==> config.mk <==
export PLATFORM = sky130hd
export DESIGN_NAME = lsab_mem_buffer
export DESIGN_NICKNAME = d
export VERILOG_FILES = /design/src/rtl/lsab_pkg.sv /design/src/rtl/lsab_snoop.sv /design/src/rtl/lsab_agen.sv /design/src/rtl/lsab_issue_ctrl.sv /design/src/rtl/lsab_mem_buffer.sv
export SDC_FILE = /design/constraint.sdc
export NUM_CORES = 1
export LEC_CHECK = 0
export ABC_AREA = 1
export BUFFER_PORTS_ARGS = -buffer_cell sky130_fd_sc_hd__buf_2
export CAP_MARGIN = 5
export CORE_AREA = 5 5 285 356
export CTS_CLUSTER_DIAMETER = 120
export DETAILED_ROUTE_END_ITERATION = 10
export DIE_AREA = 0 0 290 361
export GPL_ROUTABILITY_DRIVEN = 1
export MAX_ROUTING_LAYER = met4
export PLACE_DENSITY_LB_ADDON = 0.08
export SLEW_MARGIN = 15
export SYNTH_ARGS = -nofsm -noshare
export SYNTH_HDL_FRONTEND = slang
export SYNTH_SLANG_ARGS = --single-unit
==> constraint.sdc <==
create_clock -name clk -period 2.7 [get_ports clk]
set_input_delay 0 -clock clk [delete_from_list [all_inputs] [get_ports clk]]
set_output_delay 0 -clock clk [all_outputs]
set_load 0.01 [all_outputs]
==> src/rtl/lsab_pkg.sv <==
package lsab_pkg;
    typedef enum logic {
        LSAB_LOAD  = 1'b0,
        LSAB_STORE = 1'b1
    } lsab_kind_e;
endpackage

==> src/rtl/lsab_snoop.sv <==
module lsab_snoop #(
    parameter int TAG_W = 4,
    parameter int DW    = 32
) (
    input  logic [TAG_W-1:0] in_tag,
    input  logic [DW-1:0]    in_val,
    input  logic             bus_valid,
    input  logic [TAG_W-1:0] bus_tag,
    input  logic [DW-1:0]    bus_value,
    output logic [TAG_W-1:0] out_tag,
    output logic [DW-1:0]    out_val
);
    logic hit;

    // A zero tag means the value is already held, so it never matches.
    assign hit = bus_valid && (in_tag != '0) && (in_tag == bus_tag);

    always_comb begin
        out_tag = in_tag;
        out_val = in_val;
        if (hit) begin
            out_tag = '0;
            out_val = bus_value;
        end
    end
endmodule

==> src/rtl/lsab_agen.sv <==
module lsab_agen #(
    parameter int TAG_W = 4,
    parameter int DW    = 32,
    parameter int AW    = 32
) (
    input  logic             busy,
    input  logic [TAG_W-1:0] base_tag,
    input  logic [DW-1:0]    base_val,
    input  logic [AW-1:0]    a_in,
    input  logic             a_ok_in,
    output logic [AW-1:0]    a_out,
    output logic             a_ok_out
);
    // The offset is replaced by the effective address once, when the base is real.
    always_comb begin
        a_out    = a_in;
        a_ok_out = a_ok_in;
        if (busy && !a_ok_in && (base_tag == '0)) begin
            a_out    = base_val[AW-1:0] + a_in;
            a_ok_out = 1'b1;
        end
    end
endmodule

==> src/rtl/lsab_issue_ctrl.sv <==
module lsab_issue_ctrl #(
    parameter int TAG_W = 4,
    parameter int DW    = 32,
    parameter int AW    = 32
) (
    input  logic             head_busy,
    input  logic             head_store,
    input  logic             head_a_ok,
    input  logic [TAG_W-1:0] head_data_tag,
    input  logic [AW-1:0]    head_addr,
    input  logic [DW-1:0]    head_data,
    input  logic             rd_wait,
    input  logic             mem_req_ready,
    output logic             req_valid,
    output logic             req_write,
    output logic [AW-1:0]    req_addr,
    output logic [DW-1:0]    req_wdata,
    output logic             st_done,
    output logic             rd_start
);
    logic data_ok;

    assign data_ok   = !head_store || (head_data_tag == '0);
    assign req_valid = head_busy && head_a_ok && data_ok && !rd_wait;
    assign req_write = head_store;
    assign req_addr  = head_addr;
    assign req_wdata = head_data;
    assign st_done   = req_valid && mem_req_ready && head_store;
    assign rd_start  = req_valid && mem_req_ready && !head_store;
endmodule

==> src/rtl/lsab_mem_buffer.sv <==
module lsab_mem_buffer
    import lsab_pkg::*;
#(
    parameter int DEPTH    = 4,
    parameter int AW       = 32,
    parameter int DW       = 32,
    parameter int TAG_W    = 4,
    parameter int TAG_BASE = 8
) (
    input  logic             clk,
    input  logic             rst_n,
    input  logic             alloc_valid,
    input  logic             alloc_is_store,
    input  logic [TAG_W-1:0] alloc_base_tag,
    input  logic [DW-1:0]    alloc_base_val,
    input  logic [AW-1:0]    alloc_offset,
    input  logic [TAG_W-1:0] alloc_data_tag,
    input  logic [DW-1:0]    alloc_data_val,
    output logic             alloc_ready,
    output logic [TAG_W-1:0] alloc_tag,
    input  logic             bus_valid,
    input  logic [TAG_W-1:0] bus_tag,
    input  logic [DW-1:0]    bus_value,
    output logic             mem_req_valid,
    output logic             mem_req_write,
    output logic [AW-1:0]    mem_req_addr,
    output logic [DW-1:0]    mem_req_wdata,
    input  logic             mem_req_ready,
    input  logic [DW-1:0]    mem_rsp_data,
    output logic             res_valid,
    output logic [TAG_W-1:0] res_tag,
    output logic [DW-1:0]    res_value
);
    localparam int IDX_W = (DEPTH > 1) ? $clog2(DEPTH) : 1;
    localparam int CNT_W = $clog2(DEPTH + 1);

    typedef struct packed {
        logic             busy;
        lsab_kind_e       kind;
        logic [TAG_W-1:0] base_tag;
        logic [DW-1:0]    base_val;
        logic [AW-1:0]    a;
        logic             a_ok;
        logic [TAG_W-1:0] data_tag;
        logic [DW-1:0]    data_val;
    } slot_t;

    typedef struct packed {
        slot_t [DEPTH-1:0] slot;
        logic [IDX_W-1:0]  head;
        logic [IDX_W-1:0]  tail;
        logic [CNT_W-1:0]  count;
        logic              rd_wait;
    } state_t;

    state_t s_d, s_q;

    function automatic logic [IDX_W-1:0] ring_next(input logic [IDX_W-1:0] p);
        return (p == IDX_W'(DEPTH - 1)) ? '0 : p + 1'b1;
    endfunction

    // Per-slot operand capture and address generation.
    logic [TAG_W-1:0] nb_tag [DEPTH];
    logic [DW-1:0]    nb_val [DEPTH];
    logic [TAG_W-1:0] nd_tag [DEPTH];
    logic [DW-1:0]    nd_val [DEPTH];
    logic [AW-1:0]    na     [DEPTH];
    logic             na_ok  [DEPTH];

    for (genvar g = 0; g < DEPTH; g++) begin : g_slot
        lsab_snoop #(.TAG_W(TAG_W), .DW(DW)) u_base_snoop (
            .in_tag   (s_q.slot[g].base_tag),
            .in_val   (s_q.slot[g].base_val),
            .bus_valid(bus_valid),
            .bus_tag  (bus_tag),
            .bus_value(bus_value),
            .out_tag  (nb_tag[g]),
            .out_val  (nb_val[g])
        );
        lsab_snoop #(.TAG_W(TAG_W), .DW(DW)) u_data_snoop (
            .in_tag   (s_q.slot[g].data_tag),
            .in_val   (s_q.slot[g].data_val),
            .bus_valid(bus_valid),
            .bus_tag  (bus_tag),
            .bus_value(bus_value),
            .out_tag  (nd_tag[g]),
            .out_val  (nd_val[g])
        );
        lsab_agen #(.TAG_W(TAG_W), .DW(DW), .AW(AW)) u_agen (
            .busy    (s_q.slot[g].busy),
            .base_tag(s_q.slot[g].base_tag),
            .base_val(s_q.slot[g].base_val),
            .a_in    (s_q.slot[g].a),
            .a_ok_in (s_q.slot[g].a_ok),
            .a_out   (na[g]),
            .a_ok_out(na_ok[g])
        );
    end

    // Capture of a broadcast arriving in the allocation cycle.
    logic [TAG_W-1:0] ab_tag, ad_tag;
    logic [DW-1:0]    ab_val, ad_val;

    lsab_snoop #(.TAG_W(TAG_W), .DW(DW)) u_alloc_base_snoop (
        .in_tag   (alloc_base_tag),
        .in_val   (alloc_base_val),
        .bus_valid(bus_valid),
        .bus_tag  (bus_tag),
        .bus_value(bus_value),
        .out_tag  (ab_tag),
        .out_val  (ab_val)
    );
    lsab_snoop #(.TAG_W(TAG_W), .DW(DW)) u_alloc_data_snoop (
        .in_tag   (alloc_data_tag),
        .in_val   (alloc_data_val),
        .bus_valid(bus_valid),
        .bus_tag  (bus_tag),
        .bus_value(bus_value),
        .out_tag  (ad_tag),
        .out_val  (ad_val)
    );

    // Oldest-slot request control.
    slot_t head_s;
    logic  st_done, rd_start, take, free_slot;

    assign head_s = s_q.slot[s_q.head];

    lsab_issue_ctrl #(.TAG_W(TAG_W), .DW(DW), .AW(AW)) u_issue (
        .head_busy    (head_s.busy),
        .head_store   (head_s.kind == LSAB_STORE),
        .head_a_ok    (head_s.a_ok),
        .head_data_tag(head_s.data_tag),
        .head_addr    (head_s.a),
        .head_data    (head_s.data_val),
        .rd_wait      (s_q.rd_wait),
        .mem_req_ready(mem_req_ready),
        .req_valid    (mem_req_valid),
        .req_write    (mem_req_write),
        .req_addr     (mem_req_addr),
        .req_wdata    (mem_req_wdata),
        .st_done      (st_done),
        .rd_start     (rd_start)
    );

    assign alloc_ready = (s_q.count != CNT_W'(DEPTH));
    assign alloc_tag   = TAG_W'(TAG_BASE) + TAG_W'(s_q.tail);
    assign take        = alloc_valid && alloc_ready;
    assign free_slot   = st_done || s_q.rd_wait;

    assign res_valid = s_q.rd_wait;
    assign res_tag   = TAG_W'(TAG_BASE) + TAG_W'(s_q.head);
    assign res_value = mem_rsp_data;

    always_comb begin
        s_d = s_q;
        for (int i = 0; i < DEPTH; i++) begin
            s_d.slot[i].base_tag = nb_tag[i];
            s_d.slot[i].base_val = nb_val[i];
            s_d.slot[i].data_tag = nd_tag[i];
            s_d.slot[i].data_val = nd_val[i];
            s_d.slot[i].a        = na[i];
            s_d.slot[i].a_ok     = na_ok[i];
        end
        if (free_slot) begin
            s_d.slot[s_q.head].busy = 1'b0;
            s_d.head                = ring_next(s_q.head);
        end
        s_d.rd_wait = rd_start;
        if (take) begin
            s_d.slot[s_q.tail].busy     = 1'b1;
            s_d.slot[s_q.tail].kind     = alloc_is_store ? LSAB_STORE : LSAB_LOAD;
            s_d.slot[s_q.tail].base_tag = ab_tag;
            s_d.slot[s_q.tail].base_val = ab_val;
            s_d.slot[s_q.tail].a        = alloc_offset;
            s_d.slot[s_q.tail].a_ok     = 1'b0;
            s_d.slot[s_q.tail].data_tag = alloc_is_store ? ad_tag : '0;
            s_d.slot[s_q.tail].data_val = ad_val;
            s_d.tail                    = ring_next(s_q.tail);
        end
        s_d.count = s_q.count + CNT_W'(take) - CNT_W'(free_slot);
    end

    always_ff @(posedge clk or negedge rst_n) begin
        if (!rst_n) begin
            s_q <= '0;
        end else begin
            s_q <= s_d;
        end
    end
endmodule

==> results of run 1 <==
==> worst reg2reg max path, delay by kind of cell (launching register included) <==
family                 cells  cell delay [ns]
buffers and inverters      4             0.88
flip-flops                 1             0.41
AND/OR/NAND/NOR            6             1.16
==> how the worst max path moves through the flow <==
| stage | slack (ns) | end | start |
|---|---|---|---|
| final | 0.11 | mem_req_addr[16] | s_q[6] |
| after global routing | 0.002 | mem_req_addr[6] | s_q[6] |
| after CTS | 0.05 | mem_req_addr[15] | s_q[6] |
| after detailed placement | 0.26 | s_q[3] | s_q[6] |
| after global placement | 0.25 | s_q[2] | s_q[6] |
| after floorplan | 0.005 | s_q[3] | s_q[6] |
==> final cells by class <==
cell class / count / area [µm²]
Tap cell: 1300 / 1630
Fill cell: 10700 / 57200
Antenna cell: 4 / 10.0
Inverter: 875 / 3300
Clock inverter: 23 / 294
Multi-Input combinational cell: 3854 / 18500
Sequential cell: 436 / 10900
Timing Repair Buffer: 501 / 4000
Clock buffer: 77 / 1580
==> timing repair <==
item,in CTS,in global routing
hold buffers,158,0
pin swaps,0,0
resized for setup,6,9
endpoints found under the setup margin,32,12
hold endpoints to repair,863,0
==> cell usage after synthesis, drive strengths merged, types with 4 or more instances <==
cell and n:
clkinv 7, inv 868, nand3b 8, a211oi 4, and3 8, nor3 20, a21oi 197, nand4 11
xor2 39, xnor2 32, ha 134, nand2 1790, o21ai 528, o21bai 8, buf 134, clkbuf 142
dfrtp 436, a22oi 8, nand3 427, o22ai 102, and2 5, o211ai 52, fa 5, nor2 460
a21o 5
==> power by group through the flow <==
stage                     clock network (mW)  logic [mW]  registers, mW
after floorplan                            0        26.9           11.7
after global placement                     0        37.3           13.6
after detailed placement                   0        37.5           13.6
after CTS                               8.07        38.1           13.5
after global routing                    8.32        43.5           13.8
final                                   7.93        38.5           13.5
==> metal layers <==
metal,up-vias,share of wire (%),global-route usage [%]
met5,-,0,-
met4,0,5.5,13.0
met3,302,4.8,3.00
met2,1160,48,49.1
met1,16600,41,34.9
li1,17600,-,-
==> metrics by stage <==
step           instance area (µm²)  worst slack, ns  cells  power [mW]  utilization [%]
5_1_grt                      40200          0.00241   7068        65.6             41.3
3_5_place_dp                 36700            0.255   6808        51.1             37.6
6_report                     40200            0.112   7070        59.9             41.3
3_3_place_gp                 36700            0.248   6808        50.9             37.6
4_1_cts                      40100           0.0534   7066        59.7             41.2
2_1_floorplan                33900          0.00468   5441        38.6                -
==> cells by family after synthesis <==
family	after synthesis	synth area share, %
AOI/OAI and AO/OA	908	14.8
xor gates and xnor gates	71	1.83
adders and majority gates	139	5.24
buffers and inverters	1151	13.7
DFF	436	32.2
other	2	0.0221
and+or+nand+nor	2732	32.3
==> sequential cells by signal (all words and copies together) (netlist names) <==
signal and flops:
s_q 435, res_valid 1
==> reports/metrics.csv, run 1 <==
metric,value,unit
final period utilization,95.9,%
total via count in the routed design,35700,
Clock Tree Buf Depth,3,
Total Nets Final,6041,
pwr/cell area,1490,nW/µm²
TNS Setup,0,ns
Stages on worst setup path,6,
CTS root buffer,clkbuf_16,
worst slew pin tran,0.841,ns
ANT nets after route,0,
vias per cell,5.05,
Synth Flop Type,dfrtp_1,
Syn Area/Cell,6.23,µm²
Yosys top cell by area,dfrtp_1,
cells along the critical path,"inv_4, clkbuf_8, buf_16, o21ai_0, o22ai_1, buf_2",
"commonest non-fill, non-tap cell in the layout",nand2_1,
Tot GR Track Use,28.9,%
CP Class,register to output port,
final WL,153,mm
CTS tree,yes,
Top delay family on crit path,buffers and inverters,
initial antenna violation count,5,
fraction of layout cells with a size suffix above 1,8.60,%
DRC Markers,0,
worst hold endpoint,res_value[1],
FMAX,0.386,GHz
hold path depth,0,
vias in the first global route,34200,
row count,128,
#FFs+latches synth,436,
switching pwr,31.9,mW
fin. max-slew vios,0,
CTS buffer count,56,
synthesized area,33900,µm²
Final min period,2.59,ns
r2r worst-path depth,10,
Internal,28.0,mW
Hold Path Class,input port to output port,
count of flip-flops with a built-in enable after synthesis,0,
CTS Sinks,436,
clock-pin slew on the worst setup and hold paths,0.06,ns
top cell type's share of synthesized area,32.2,%
post-DP HPWL,115,mm
Core ar.,97400,µm²
Yosys cell types,41,
CP max FO,60,
Worst Setup Start Kind,register,
Max-cap violations,0,
cells after synthesis,5439,
hold_sp,mem_rsp_data[1],
clk_lat worst skew,0.64,ns
worst vdd ir,612,µV
initial core utilization,34.8,%
endpoints failing hold,0,
Pleak,21.8,nW
status,completed,
"slowest stage delay, CP",0.50,ns
TritonRoute pass-1 iters,6,
slowest CP cell,dfrtp_4,
chip width,290,µm
crit path DAT,2.59,ns
sequential fraction of the synthesis area,32.2,%
RSZ-0062 raised after global routing,false,
Die Span Y,361,µm
DIE AREA,105000,µm²
final RePlAce weighted congestion,0.970,
worst r2r src,s_q[2],
"commonest non-fill, non-tap cells in the layout","nand2_1 (1779), inv_1 (860), o21ai_0 (489), nor2_1 (459), dfrtp_1 (434)",
crit end category,output port,
I/O Pins,286,
"reg-to-reg slack, setup",0.19,ns
wire per inst,21.7,µm
WHS,0.00000391,ns
total grt overflow,0,
Slew headroom,44.0,%
reg2reg end,s_q[329],
Flop pwr share,22.5,%
first-pass GRT wire length,224,mm
Clk pwr share,13.2,%
Critical Path RT,2.70,ns
sw frac,53.2,%
largest net degree at the start of global routing,69,
ys async rst share,100,%
Fin Clk Skew,0.0117,ns
# setup viols final,0,
"Buf+Inv Stages, Crit Path",4,
Port Buffers,217,
dominant cells by area after synthesis,"dfrtp_1 (32%), nand2_1 (20%), inv_1 (9.5%), o21ai_0 (7.2%), nand3_1 (6.3%)",
First DRT Iteration DRCs,2774,
H-tree depth,2,
Layout area overhead,18.6,%
synthesis warning total,0,
Comb power frac,64.3,%
postcts setup bufs,0,
(Power assumes the default switching activity.)
==> run 2: changes to the inputs <==
--- a/config.mk
+++ b/config.mk
@@ -9,8 +9,8 @@
 export BUFFER_PORTS_ARGS = -buffer_cell sky130_fd_sc_hd__buf_2
 export CAP_MARGIN = 5
-export CORE_AREA = 5 5 285 356
+export CORE_AREA = 3 3 283 354
 export CTS_CLUSTER_DIAMETER = 120
 export DETAILED_ROUTE_END_ITERATION = 10
-export DIE_AREA = 0 0 290 361
+export DIE_AREA = 0 0 286 357
 export GPL_ROUTABILITY_DRIVEN = 1
 export MAX_ROUTING_LAYER = met4
==> constraint.sdc (replaced) <==
create_clock -name clk -period 2.7 [get_ports clk]
set_input_delay 0.54 -clock clk [delete_from_list [all_inputs] [get_ports clk]]
set_output_delay 0.54 -clock clk [all_outputs]
set_load 0.01 [all_outputs]
==> reports/metrics.csv, run 2 (synthesis gave the netlist of run 1 again) <==
metric,value,unit
total via count in the routed design,35700,
violated checks,setup timing,
Total Nets Final,5927,
crit end category,output port,
Flop pwr share,22.0,%
final RePlAce weighted congestion,0.998,
Clk pwr share,13.5,%
"commonest non-fill, non-tap cell in the layout",nand2_1,
Top reg by flops,s_q,
clk_lat worst skew,0.66,ns
clock-pin slew on the worst setup and hold paths,0.06,ns
overall power,62.5,mW
row count,128,
post-DP HPWL,120,mm
switching pwr,32.9,mW
CTS root buffer,clkbuf_16,
CP Class,register to output port,
Port Buffers,217,
pwr/cell area,1560,nW/µm²
Internal,29.5,mW
Hold Path Class,input port to register,
Comb power frac,64.5,%
worst vdd ir,625,µV
TNS Setup,-0.202,ns
final period utilization,101,%
Critical Path RT,2.16,ns
Slew headroom,54.1,%
fillers,10700,
crit path DAT,2.20,ns
initial antenna violation count,9,
initial core utilization,34.8,%
CP max FO,6,
Core ar.,97400,µm²
DIE AREA,102000,µm²
total grt overflow,0,
fin. max-slew vios,0,
chip width,286,µm
H-tree depth,2,
CTS Sinks,436,
TritonRoute pass-1 iters,6,
wire per inst,22.9,µm
RSZ-0062 raised after global routing,true,
CTS tree,yes,
ANT nets after route,0,
Clock Tree Buf Depth,3,
Max-cap violations,0,
CTS buffer count,55,
vias in the first global route,33400,
first-pass GRT wire length,227,mm
Die Span Y,357,µm
status,finished with violations,
fraction of layout cells with a size suffix above 1,10.5,%
Pleak,21.8,nW
# setup viols final,12,
Fin Clk Skew,0.0345,ns
Worst Setup Start Kind,register,
sw frac,52.7,%
final WL,160,mm
max FFs per register,435,
Tot GR Track Use,30.9,%
I/O Pins,286,
DRC Markers,0,
setup ws final,-0.0384,ns
Final min period,2.74,ns
multi-input logic area,18700,µm²
worst slew pin tran,0.688,ns
vias per cell,5.13,
"commonest non-fill, non-tap cells in the layout","nand2_1 (1774), inv_1 (860), o21ai_0 (452), nor2_1 (446), dfrtp_1 (434)",
WHS,0.152,ns
Layout area overhead,17.8,%
endpoints failing hold,0,
FMAX,0.365,GHz
largest net degree at the start of global routing,107,
Reg area,10900,µm²
"reg-to-reg slack, setup",0.12,ns
First DRT Iteration DRCs,2868,
==> run 2: changes by cell type in the layout (fill, tap and decap cells not counted), sizes merged, moves of 4 or more <==
cell	delta
buf	+36
clkbuf	+12
dlygate4sd3	-156
diode	+4
==> run 2: worst max-delay path: stages (launching register included) <==
cell       delay (ns)
dfrtp_4          0.54
inv_8            0.10
buf_12           0.16
buf_12           0.15
clkbuf_16        0.16
o21ai_2          0.05
o22ai_2          0.18
buf_2            0.18
==> run 2: worst paths after layout <==
check | from | endpoint | cells past startpoint
max in group asynchronous | rst_n | s_q[140] | 3
worst min register to register | s_q[328] | s_q[328] | 2
worst max register to register | s_q[6] | s_q[2] | 16
worst max-delay path | s_q[6] | mem_req_addr[8] | 7
worst min-delay path | mem_req_ready | res_valid | 3
min in group asynchronous | rst_n | s_q[181] | 2
==> run 2: routing by layer <==
| layer | global-route usage [%] | part of all wire (%) | vias to the layer above |
|---|---|---|---|
| met1 | 37.5 | 41 | 16700 |
| met3 | 3.58 | 5.7 | 310 |
| li1 | - | - | 17400 |
| met4 | 14.7 | 5.7 | 0 |
| met5 | - | 0 | - |
| met2 | 51.3 | 48 | 1281 |
==> run 2: layout make-up <==
| class | count | area share [%] |
|---|---|---|
| Timing Repair Buffer | 388 | 8.29 |
| Clock inverter | 21 | 0.943 |
| Sequential cell | 436 | 27.3 |
| Inverter | 875 | 8.27 |
| Clock buffer | 82 | 4.18 |
| Multi-Input combinational cell | 3854 | 46.9 |
| Tap cell | 1300 | 4.07 |
| Antenna cell | 8 | 0.0501 |
==> run 2: power by group through the flow <==
| stage | clock (mW) | combinational, mW | sequential, mW |
|---|---|---|---|
| after floorplan | 0 | 26.9 | 11.7 |
| after global placement | 0 | 37.5 | 13.9 |
| after detailed placement | 0 | 37.6 | 13.8 |
| after CTS | 8.58 | 38.8 | 13.7 |
| after global routing | 8.85 | 45.3 | 14.0 |
| final | 8.43 | 40.3 | 13.7 |
==> run 2: timing repair <==
action                                  CTS  global route
endpoints found under the hold margin    31             0
buffers inserted                          7             6
hold buffers                              1             0
cloned                                    6            10
gates resized for setup                  77            84
endpoints found under the setup margin   65            63
pin swaps                                11            33
==> run 2: per-stage QoR <==
step / setup WS, ns / std cells / cell area [µm²] / utilization [%]
6_report: -0.0384 / 6964 / 40000 / 41.0
5_1_grt: -0.0704 / 6962 / 39900 / 41.0
4_1_cts: -0.0720 / 6940 / 39400 / 40.5
3_5_place_dp: 0.128 / 6823 / 36800 / 37.8
3_3_place_gp: 0.157 / 6823 / 36800 / 37.8
2_1_floorplan: 0.00468 / 5441 / 33900 / -
